File: config.mk
export PLATFORM = sky130hd
export DESIGN_NAME = chain_copy_dma
export DESIGN_NICKNAME = d
export VERILOG_FILES = /design/src/rtl/ccd_pkg.sv /design/src/rtl/ccd_regs.sv /design/src/rtl/ccd_walker.sv /design/src/rtl/chain_copy_dma.sv
export SDC_FILE = /design/constraint.sdc
export NUM_CORES = 1
export LEC_CHECK = 0
export ABC_CLOCK_PERIOD_IN_PS = 5300
export BUFFER_PORTS_ARGS = -buffer_cell sky130_fd_sc_hd__buf_4
export CORE_ASPECT_RATIO = 0.6
export CORE_MARGIN = 2
export CORE_UTILIZATION = 25
export DETAILED_ROUTE_END_ITERATION = 12
export PLACE_DENSITY = 0.47
export SLEW_MARGIN = 20
export SYNTH_ARGS = -nofsm -noshare
export SYNTH_HDL_FRONTEND = slang
export SYNTH_SLANG_ARGS = --single-unit
File: constraint.sdc
create_clock -name clk -period 5.3 [get_ports clk]
set_input_delay 0.53 -clock clk [delete_from_list [all_inputs] [get_ports clk]]
set_output_delay 0.53 -clock clk [all_outputs]
set_load 0.01 [all_outputs]
File: src/rtl/ccd_pkg.sv
package ccd_pkg;

  localparam int AW         = 32;
  localparam int DW         = 32;
  localparam int WB         = DW / 8;
  localparam int DESC_WORDS = 6;

  localparam int REG_CTL  = 'h00;
  localparam int REG_STAT = 'h04;
  localparam int REG_BASE = 'h10;

  localparam int CTL_EN    = 0;
  localparam int CTL_GO    = 1;
  localparam int ST_MERR   = 1;
  localparam int ST_RSV2   = 2;
  localparam int ST_RSV3   = 3;
  localparam int ST_DERR   = 5;
  localparam int ST_CHAIN  = 8;
  localparam int ST_DESC   = 9;
  localparam int ST_ACTIVE = 10;
  localparam int DC_LOCAL  = 6;

  typedef enum logic [1:0] {
    W_IDLE,
    W_FETCH,
    W_READ,
    W_WRITE
  } walk_t;

  // byte address of word idx inside a descriptor
  function automatic logic [AW-1:0] desc_word_addr(input logic [AW-1:0] base,
                                                   input logic [2:0]    idx);
    return base + {{(AW-5){1'b0}}, idx, 2'b00};
  endfunction

  // descriptor the engine refuses to run
  function automatic logic desc_bad(input logic [AW-1:0] src_hi,
                                    input logic [AW-1:0] count,
                                    input logic [DW-1:0] ctl);
    return (src_hi != '0) || (count[1:0] != 2'b00) || !ctl[DC_LOCAL];
  endfunction

  // true when the word at byte offset off is the final one of count bytes
  function automatic logic last_word(input logic [AW-1:0] off,
                                     input logic [AW-1:0] count);
    return (off + AW'(WB)) == count;
  endfunction

endpackage

File: src/rtl/ccd_regs.sv
module ccd_regs
  import ccd_pkg::*;
#(
  parameter int RA_W = 5
) (
  input  logic            clk,
  input  logic            rst_n,
  input  logic            reg_wr,
  input  logic [RA_W-1:0] reg_addr,
  input  logic [DW-1:0]   reg_wdata,
  output logic [DW-1:0]   reg_rdata,
  input  logic            busy,
  input  logic            ev_desc_end,
  input  logic            ev_chain_end,
  input  logic            ev_desc_err,
  input  logic            ev_mem_err,
  output logic            launch,
  output logic [AW-1:0]   start_addr,
  output logic            enable
);

  logic ctl_wr, stat_wr, base_wr;
  logic st_merr, st_derr, st_chain, st_desc;
  logic [AW-1:0] base_q;

  assign ctl_wr  = reg_wr && (reg_addr == RA_W'(REG_CTL));
  assign stat_wr = reg_wr && (reg_addr == RA_W'(REG_STAT));
  assign base_wr = reg_wr && (reg_addr == RA_W'(REG_BASE));

  assign launch     = ctl_wr && reg_wdata[CTL_EN] && reg_wdata[CTL_GO] && !busy;
  assign start_addr = base_q;

  always_ff @(posedge clk) begin
    if (!rst_n) begin
      enable   <= 1'b0;
      base_q   <= '0;
      st_merr  <= 1'b0;
      st_derr  <= 1'b0;
      st_chain <= 1'b0;
      st_desc  <= 1'b0;
    end else begin
      if (ctl_wr) enable <= reg_wdata[CTL_EN];
      if (base_wr && !busy) base_q <= reg_wdata;
      st_merr  <= (st_merr  && !(stat_wr && reg_wdata[ST_MERR]))  || ev_mem_err;
      st_derr  <= (st_derr  && !(stat_wr && reg_wdata[ST_DERR]))  || ev_desc_err;
      st_chain <= (st_chain && !(stat_wr && reg_wdata[ST_CHAIN])) || ev_chain_end;
      st_desc  <= (st_desc  && !(stat_wr && reg_wdata[ST_DESC]))  || ev_desc_end;
    end
  end

  always_comb begin
    reg_rdata = '0;
    if (reg_addr == RA_W'(REG_CTL)) begin
      reg_rdata[CTL_EN] = enable;
    end else if (reg_addr == RA_W'(REG_STAT)) begin
      reg_rdata[ST_MERR]   = st_merr;
      reg_rdata[ST_RSV2]   = 1'b0;
      reg_rdata[ST_RSV3]   = 1'b0;
      reg_rdata[ST_DERR]   = st_derr;
      reg_rdata[ST_CHAIN]  = st_chain;
      reg_rdata[ST_DESC]   = st_desc;
      reg_rdata[ST_ACTIVE] = busy;
    end else if (reg_addr == RA_W'(REG_BASE)) begin
      reg_rdata = base_q;
    end
  end

  // base register locked while the chain runs
  assert_base_lock_R9: assert property (@(posedge clk) disable iff (!rst_n)
    (busy && base_wr) |=> $stable(base_q));

  // a written one clears a descriptor-done flag unless a new one arrives
  assert_w1c_clear_R8: assert property (@(posedge clk) disable iff (!rst_n)
    (stat_wr && reg_wdata[ST_DESC] && !ev_desc_end) |=> !st_desc);

  // a written zero keeps the chain-done flag
  assert_w0_keep_R8: assert property (@(posedge clk) disable iff (!rst_n)
    (stat_wr && !reg_wdata[ST_CHAIN] && st_chain) |=> st_chain);

endmodule

File: src/rtl/ccd_walker.sv
module ccd_walker
  import ccd_pkg::*;
(
  input  logic          clk,
  input  logic          rst_n,
  input  logic          launch,
  input  logic [AW-1:0] start_addr,
  input  logic          enable,
  output logic          busy,
  output logic          ev_desc_end,
  output logic          ev_chain_end,
  output logic          ev_desc_err,
  output logic          ev_mem_err,
  output logic          mem_req,
  output logic          mem_we,
  output logic [AW-1:0] mem_addr,
  output logic [DW-1:0] mem_wdata,
  input  logic          mem_ack,
  input  logic          mem_err,
  input  logic [DW-1:0] mem_rdata
);

  localparam logic [2:0] DESC_LAST = 3'(DESC_WORDS - 1);

  walk_t         st;
  logic [2:0]    widx;
  logic [AW-1:0] cur, nxt, src, src_hi, dst, cnt, off;
  logic [DW-1:0] hold;

  logic ack_ok, fetch_last, fin_empty, fin_copy, advance;

  assign busy    = (st != W_IDLE);
  assign mem_req = busy;
  assign mem_we  = (st == W_WRITE);
  assign mem_wdata = hold;

  always_comb begin
    case (st)
      W_FETCH: mem_addr = desc_word_addr(cur, widx);
      W_READ:  mem_addr = src + off;
      W_WRITE: mem_addr = dst + off;
      default: mem_addr = cur;
    endcase
  end

  assign ack_ok      = mem_ack && !mem_err;
  assign fetch_last  = (st == W_FETCH) && ack_ok && (widx == DESC_LAST);
  assign ev_desc_err = fetch_last && desc_bad(src_hi, cnt, mem_rdata);
  assign fin_empty   = fetch_last && !ev_desc_err && (cnt == '0);
  assign fin_copy    = (st == W_WRITE) && ack_ok && last_word(off, cnt);
  assign ev_desc_end = fin_empty || fin_copy;
  assign ev_chain_end = ev_desc_end && (nxt == '0);
  assign ev_mem_err  = busy && mem_ack && mem_err;
  assign advance     = (nxt != '0) && enable;

  always_ff @(posedge clk) begin
    if (!rst_n) begin
      st     <= W_IDLE;
      widx   <= '0;
      cur    <= '0;
      nxt    <= '0;
      src    <= '0;
      src_hi <= '0;
      dst    <= '0;
      cnt    <= '0;
      off    <= '0;
      hold   <= '0;
    end else begin
      case (st)
        W_IDLE: begin
          if (launch) begin
            cur  <= start_addr;
            widx <= '0;
            st   <= W_FETCH;
          end
        end
        W_FETCH: begin
          if (mem_ack) begin
            if (mem_err) begin
              st <= W_IDLE;
            end else begin
              case (widx)
                3'd0:    nxt    <= mem_rdata;
                3'd1:    src    <= mem_rdata;
                3'd2:    src_hi <= mem_rdata;
                3'd3:    dst    <= mem_rdata;
                3'd4:    cnt    <= mem_rdata;
                default: ;
              endcase
              if (widx == DESC_LAST) begin
                if (ev_desc_err) begin
                  st <= W_IDLE;
                end else if (cnt == '0) begin
                  if (advance) begin
                    cur  <= nxt;
                    widx <= '0;
                  end else begin
                    st <= W_IDLE;
                  end
                end else if (!enable) begin
                  st <= W_IDLE;
                end else begin
                  off <= '0;
                  st  <= W_READ;
                end
              end else if (!enable) begin
                st <= W_IDLE;
              end else begin
                widx <= widx + 3'd1;
              end
            end
          end
        end
        W_READ: begin
          if (mem_ack) begin
            if (mem_err) begin
              st <= W_IDLE;
            end else begin
              hold <= mem_rdata;
              st   <= W_WRITE;
            end
          end
        end
        W_WRITE: begin
          if (mem_ack) begin
            if (mem_err) begin
              st <= W_IDLE;
            end else if (last_word(off, cnt)) begin
              if (advance) begin
                cur  <= nxt;
                widx <= '0;
                st   <= W_FETCH;
              end else begin
                st <= W_IDLE;
              end
            end else begin
              off <= off + AW'(WB);
              st  <= enable ? W_READ : W_IDLE;
            end
          end
        end
        default: st <= W_IDLE;
      endcase
    end
  end

  // a request is held with the same address and direction until acked
  assert_req_hold_R11: assert property (@(posedge clk) disable iff (!rst_n)
    (mem_req && !mem_ack) |=> (mem_req && $stable(mem_addr) && $stable(mem_we)));

  // at most one outcome per cycle
  assert_event_excl_R4: assert property (@(posedge clk) disable iff (!rst_n)
    $onehot0({ev_desc_end, ev_desc_err, ev_mem_err}));

  // chain end returns to idle
  assert_chain_end_idle_R4: assert property (@(posedge clk) disable iff (!rst_n)
    ev_chain_end |=> !busy);

  // malformed descriptor aborts
  assert_fault_abort_R6: assert property (@(posedge clk) disable iff (!rst_n)
    ev_desc_err |=> !busy);

  // memory error aborts
  assert_mem_err_abort_R7: assert property (@(posedge clk) disable iff (!rst_n)
    ev_mem_err |=> !busy);

  // with enable low, an acked access other than a read ends activity
  assert_stop_boundary_R10: assert property (@(posedge clk) disable iff (!rst_n)
    (mem_ack && !enable && (st != W_READ)) |=> !busy);

  // a launch accepted from idle makes the channel active
  assert_launch_active_R1: assert property (@(posedge clk) disable iff (!rst_n)
    (launch && !busy) |=> busy);

endmodule

File: src/rtl/chain_copy_dma.sv
module chain_copy_dma
  import ccd_pkg::*;
#(
  parameter int RA_W = 5
) (
  input  logic            clk,
  input  logic            rst_n,
  input  logic            reg_wr,
  input  logic [RA_W-1:0] reg_addr,
  input  logic [31:0]     reg_wdata,
  output logic [31:0]     reg_rdata,
  output logic            mem_req,
  output logic            mem_we,
  output logic [31:0]     mem_addr,
  output logic [31:0]     mem_wdata,
  input  logic            mem_ack,
  input  logic            mem_err,
  input  logic [31:0]     mem_rdata
);

  logic          busy, launch, enable;
  logic          ev_desc_end, ev_chain_end, ev_desc_err, ev_mem_err;
  logic [AW-1:0] start_addr;

  ccd_regs #(.RA_W(RA_W)) u_regs (
    .clk          (clk),
    .rst_n        (rst_n),
    .reg_wr       (reg_wr),
    .reg_addr     (reg_addr),
    .reg_wdata    (reg_wdata),
    .reg_rdata    (reg_rdata),
    .busy         (busy),
    .ev_desc_end  (ev_desc_end),
    .ev_chain_end (ev_chain_end),
    .ev_desc_err  (ev_desc_err),
    .ev_mem_err   (ev_mem_err),
    .launch       (launch),
    .start_addr   (start_addr),
    .enable       (enable)
  );

  ccd_walker u_walker (
    .clk          (clk),
    .rst_n        (rst_n),
    .launch       (launch),
    .start_addr   (start_addr),
    .enable       (enable),
    .busy         (busy),
    .ev_desc_end  (ev_desc_end),
    .ev_chain_end (ev_chain_end),
    .ev_desc_err  (ev_desc_err),
    .ev_mem_err   (ev_mem_err),
    .mem_req      (mem_req),
    .mem_we       (mem_we),
    .mem_addr     (mem_addr),
    .mem_wdata    (mem_wdata),
    .mem_ack      (mem_ack),
    .mem_err      (mem_err),
    .mem_rdata    (mem_rdata)
  );

endmodule

Yosys cells after proc, flatten, opt, wreduce, memory -nomap -nowiden
Index checks and enable logic that the tools add are counted.
{"block": "word_totals", "n_memories": 0, "ram_bits": 0, "mem_bits_ro": 0, "regBits": 298, "out_inout_bits": 98, "latchBits": 0}
{"block": "op_classes", "n_mul": 0, "n_reduce_logical": 63, "n_mux": 60, "n_addsub": 5, "n_eq_ne": 29, "div": 0, "shift": 0, "n_bitwise": 1, "order_cmp": 0}
{"op": "32-bit 2-to-1 mux", "n": 20}
{"op": "32-bit one-hot mux with 3 select lines", "n": 2}
{"op": "32-bit adder", "n": 2}
{"op": "32-bit zero test", "n": 2}
{"op": "32-bit one-hot mux with 2 select lines", "n": 1}
{"op": "32-bit nonzero test", "n": 2}
{"op": "3-bit 2-to-1 mux", "n": 13}
{"op": "32-bit by 3-bit adder with 32-bit output, second input constant", "n": 1}
{"op": "32-bit by 5-bit adder with 32-bit output", "n": 1}
{"op": "32-bit equality test", "n": 1}
{"op": "31-bit 2-to-1 mux", "n": 1}
{"op": "2-bit 2-to-1 mux", "n": 15}
{"op": "10-bit AND reduction", "n": 3}
{"op": "1-bit logical AND", "n": 27}
{"op": "2-bit != test, second input constant", "n": 11}
{"op": "21-bit 2-to-1 mux", "n": 1}
{"op": "4-bit AND reduction", "n": 5}
{"op": "3-bit != test, second input constant", "n": 3}
{"op": "3-bit one-hot mux with 3 select lines", "n": 1}
{"op": "1-bit zero test", "n": 8}
{"op": "2-bit one-hot mux with 4 select lines", "n": 1}
{"op": "1-bit logical OR", "n": 7}
{"op": "3-bit by 2-bit equality test with 1-bit output, second input constant", "n": 2}
{"op": "3-bit equality test, second input constant", "n": 2}
{"op": "18 further kinds", "n": 26}

Logic depth before layout (Yosys ltp)
{"block": "logic_depth", "word_depth": 11, "ltp_mapped": 20, "mapped_depth_nobuf": 15}

Modules after synthesis
A second synthesis with hierarchy kept.
{"block": "unflattened", "hier_cells": 2179, "hier_area_um2": 16360.7}
{"mod": "ccd_walker", "n_inst": 1, "area_each_um2": 14604.0, "cells_per_inst": 1972}
{"mod": "ccd_regs", "n_inst": 1, "area_each_um2": 1756.7, "cells_per_inst": 207}

Least setup slack after synthesis
OpenSTA, ideal clock, no wires.
{"block": "synth_timing", "kind": "reg-to-output", "start": "reg u_walker.st[0]", "end": "out mem_addr[24]", "arrival_time_ps": 4108, "stages_incl_launch_ff": 21, "setup_slack_ps": 662, "path_cell_list": "dfxtp_1 -> clkbuf_1 -> clkbuf_1 -> nand2_1 -> clkbuf_1 -> inv_1 -> clkbuf_1 -> buf_1 -> nand2_1 -> nand2_1 -> ha_1 -> o211ai_1 -> o211ai_1 -> a21oi_1 -> o21ai_0 -> a221o_1 -> a21o_1 -> a21o_1 -> a21oi_1 -> xor2_1 -> mux2i_1"}
{"block": "synth_between", "elab_chain_cells": 2, "elab_cells_between_ends": 4, "cone_classes": "3 x eq/ne; 1 x mux"}
{"item": "from (decl)", "line": "ccd_walker.sv:25", "rtl": "walk_t st;"}
{"item": "from (signal assigned)", "line": "ccd_walker.sv:138", "rtl": "st <= enable ? W_READ : W_IDLE;"}
{"item": "2-bit equality test"}
{"item": "net mem_we", "line": "chain_copy_dma.sv:13", "rtl": "output logic mem_we,"}
{"item": "32-bit one-hot mux with 3 select lines", "line": "ccd_walker.sv:38", "rtl": "case (st)"}
{"item": "to (decl)", "line": "chain_copy_dma.sv:14", "rtl": "output logic [31:0] mem_addr,"}
The timed path passes the listed nets, and every way through them passes these cells.

Worst setup path after layout
{"block": "layout_timing", "start": "reg u_walker.st[1]", "end": "out mem_addr[24]"}
{"block": "layout_between", "elab_chain_cells": 2, "elab_cells_between_ends": 4, "cone_classes": "3 x eq/ne; 1 x mux"}
{"item": "2-bit equality test / 2-bit by 1-bit equality test with 1-bit output (equally long branches)", "line": "ccd_walker.sv:38"}
{"item": "32-bit one-hot mux with 3 select lines (*)", "line": "ccd_walker.sv:38"}
Every way passes the cells marked *; elsewhere a longest branch is shown, timed or not.

==> metrics.txt <==
worst path cell trace nand2_1 -> buf_4 -> nand2_1 -> nand2_1 -> ha_1 -> o21ai_0 -> inv_1 -> a21oi_1 -> o21ai_0 -> a221o_1 -> a21o_1 -> a21o_1 -> a21oi_1 -> xor2_1 -> mux2i_1 -> buf_4; core area roughly 0.063 mm²; register area share after synthesis 0.374; r2r setup slk a little under 800 ps; highest clock rate slightly above 200 MHz; count leader, synth nand2_1; Power per Cell Area roughly 240 mW/mm²; complex-gate fraction of the synthesized area 0.187; Crit Path Class reg -> out; Setup crit end kind output port; proportion of netlist area held by the largest area contributor 0.374; Synth async-reset ratio 0; wire length per cell 22.4 µm; Worst Max-Slew Pin Slew 1070 ps; CTS tree built; Yosys top cell by area dfxtp_1; PostCTS Resize Cnt 0; Final Hold Viols 0; period utilisation layout 0.925; Min Clock Period, post-route just under 5000 ps; clk_lat worst skew 600 ps; mean area per synthesized cell about 7.5 µm²; HP Class in -> reg; Final GP Congestion a little over 0.9; Starting Density 0.253; CP max FO 32; total congestion overflow 0; mux cell area share after synthesis 0.0318; Leak 6.85 nW; via count about 16,000; design area roughly 0.019 mm²; post-synthesis xor/xnor area fraction 0.0514; share of cells above drive strength 1 0.148; Slew Limit Fails 0; Layout fillers between 6,000 and 7,000; max cap viols 0; CP max-delay cell o21ai_0; Worst path most repeated cell nand2_1; root buffer cell clkbuf_16; vias per std cell around 5.2; YS warnings 0; total power 4.47 mW; RSZ-0062 raised after global routing no; status finished clean; Clock transition at path regs 70 ps; critical path launch point type flop; vias in the first global route approximately 14,000; number of synthesized flops with an enable pin 0; Detail Route Antenna Nets 0; Slew headroom 0.282; Rows between 70 and 80; CTS H-tree lvls 1; area of the die between 0.06 and 0.07 mm²; Synth Flop Type dfxtp_1; Tot GR Track Use 0.205; Clock Skew around 14 ps; adder-cell share of the synthesized area 0.0321; synthesized area 0.0158 mm²; critical path required time ~4800 ps; top cells by area, synth dfxtp_1 (37%), nand2_1 (15%), a21oi_1 (9.8%); register bit total from synthesis slightly below 300; largest net degree at the start of global routing 173; I/O pins between 150 and 200; Hold-fix buffers, CTS 0; DR DRC count 0; final setup vio count 0; Die Y slightly below 200 µm; Num CTS Buffers 29; WL final 68,700 µm; clock sink total 296; hpwl dp between 50,000 and 60,000 µm; post-place instance area 0.0178 mm²; Net Count, Synth roughly 2,200; PortBufs between 150 and 200; initial antenna violation count 1; main combinational cell family by area after synthesis simple AND/OR/NAND/NOR gates; top post-synthesis cells by count nand2_1 (632), a21oi_1 (309), dfxtp_1 (296); critical path's largest stage delay 430 ps; first-pass GRT wire length 99,000 µm; chip width ~330 µm; Cells after Synth ~2,100; Synth Area in Simple Gates 0.280; CTS max path bufs 3; Iteration-0 DRC Markers approximately 1,800; area grow syn2layout 18.3%; drt first pass iters 5; Worst EP arrival 4370 ps; total setup buffers inserted after CTS 0; Synth cell types a little over 70; Setup TNS Final 0 ps; Nets 2,322; maximum VDD drop between 0.0002 and 0.00025 V; # diodes 0
## cell families after synthesis
| kind of cell | count (synthesis) |
|---|---|
| AOI/OAI and AO/OA | 496 |
| xor gates and xnor gates | 93 |
| adders and majority gates | 40 |
| buffers and inverters | 161 |
| DFF | 296 |
| muxes | 50 |
| other | 1 |
| and+or+nand+nor | 981 |
## routing by layer
metal,vias up,global-route usage,share of wire
li1,7448,-,-
met1,7723,0.337,0.53
met2,676,0.256,0.36
met3,50,0.0595,0.11
met4,0,0.0242,0.0098
met5,-,0,0
## metrics by stage
stage                util  hold slack (ps)  setup WS [ps]  cells
global route        0.299              179            134   3068
CTS                 0.299              161            434   3068
floorplan               -              430            662   2118
detailed placement  0.285              448            886   3016
global placement    0.285              442            965   3016
finish              0.299              184            397   3068
## area by class of cell
type	instances	area, µm²	area share
clock inverter	10	77.6	0.00414
multi-input combinational	1661	9250	0.494
tap	839	1050	0.0560
timing repair buffer	197	1500	0.0803
sequential	296	5930	0.316
inverter	23	93.8	0.00501
clock buffer	42	835	0.0445
## state kept, by name, summed over array words and instances, names as in the netlist
name                cells
u_walker.st             2
u_regs.st_merr          1
u_regs.st_desc          1
u_walker.src_hi        32
u_walker.src           32
u_regs.st_chain         1
u_walker.off           30
u_regs.start_addr      32
u_walker.widx           3
u_walker.cnt           32
u_walker.nxt           32
u_regs.st_derr          1
u_regs.enable           1
u_walker.mem_wdata     32
u_walker.cur           32
u_walker.dst           32
## cells in the final DEF (no fill, tap or decap), drive strengths merged, types with 9 or more instances in the layout
cell type and instances:
nand2 632, a21oi 309, dfxtp 296, buf 197, nor2 99, o21ai 64
xnor2 49, mux2i 47, xor2 44, and3 44, nand3 42, clkbuf 42
ha 39, a211oi 35, nor4 34, nand4 32, inv 24, nor3 17
or3 15, and2 15, and4 11, a21o 11, or4 9, a31oi 9
## power by group
group | switching, mW | internal [mW]
combinational | 0.130 | 0.0530
sequential | 0.00513 | 2.23
clock | 0.956 | 1.10
## critical path: cells and delay by family (launching register included)
family,cells,cell delay [ps]
XOR/XNOR,1,180
buffers and inverters,3,610
flip-flops,1,320
AND/OR/NAND/NOR,3,280
adder cells (fa/ha/maj),1,260
AO/OA/AOI/OAI,7,1980
multiplexers,1,110
## final timing paths
path / from / to / depth (start not counted)
max: u_walker.st[1]$_SDFFE_PN0P_ / mem_addr[24] / 16
min: reg_wdata[31] / u_regs.start_addr[31]$_SDFFE_PN0P_ / 3
max reg2reg: u_walker.off[2]$_SDFFE_PN0P_ / u_walker.cur[27]$_SDFFE_PN0P_ / 12
min reg2reg: u_walker.dst[31]$_SDFFE_PN0P_ / u_walker.dst[31]$_SDFFE_PN0P_ / 2
Power figures use the tool's default switching activity.
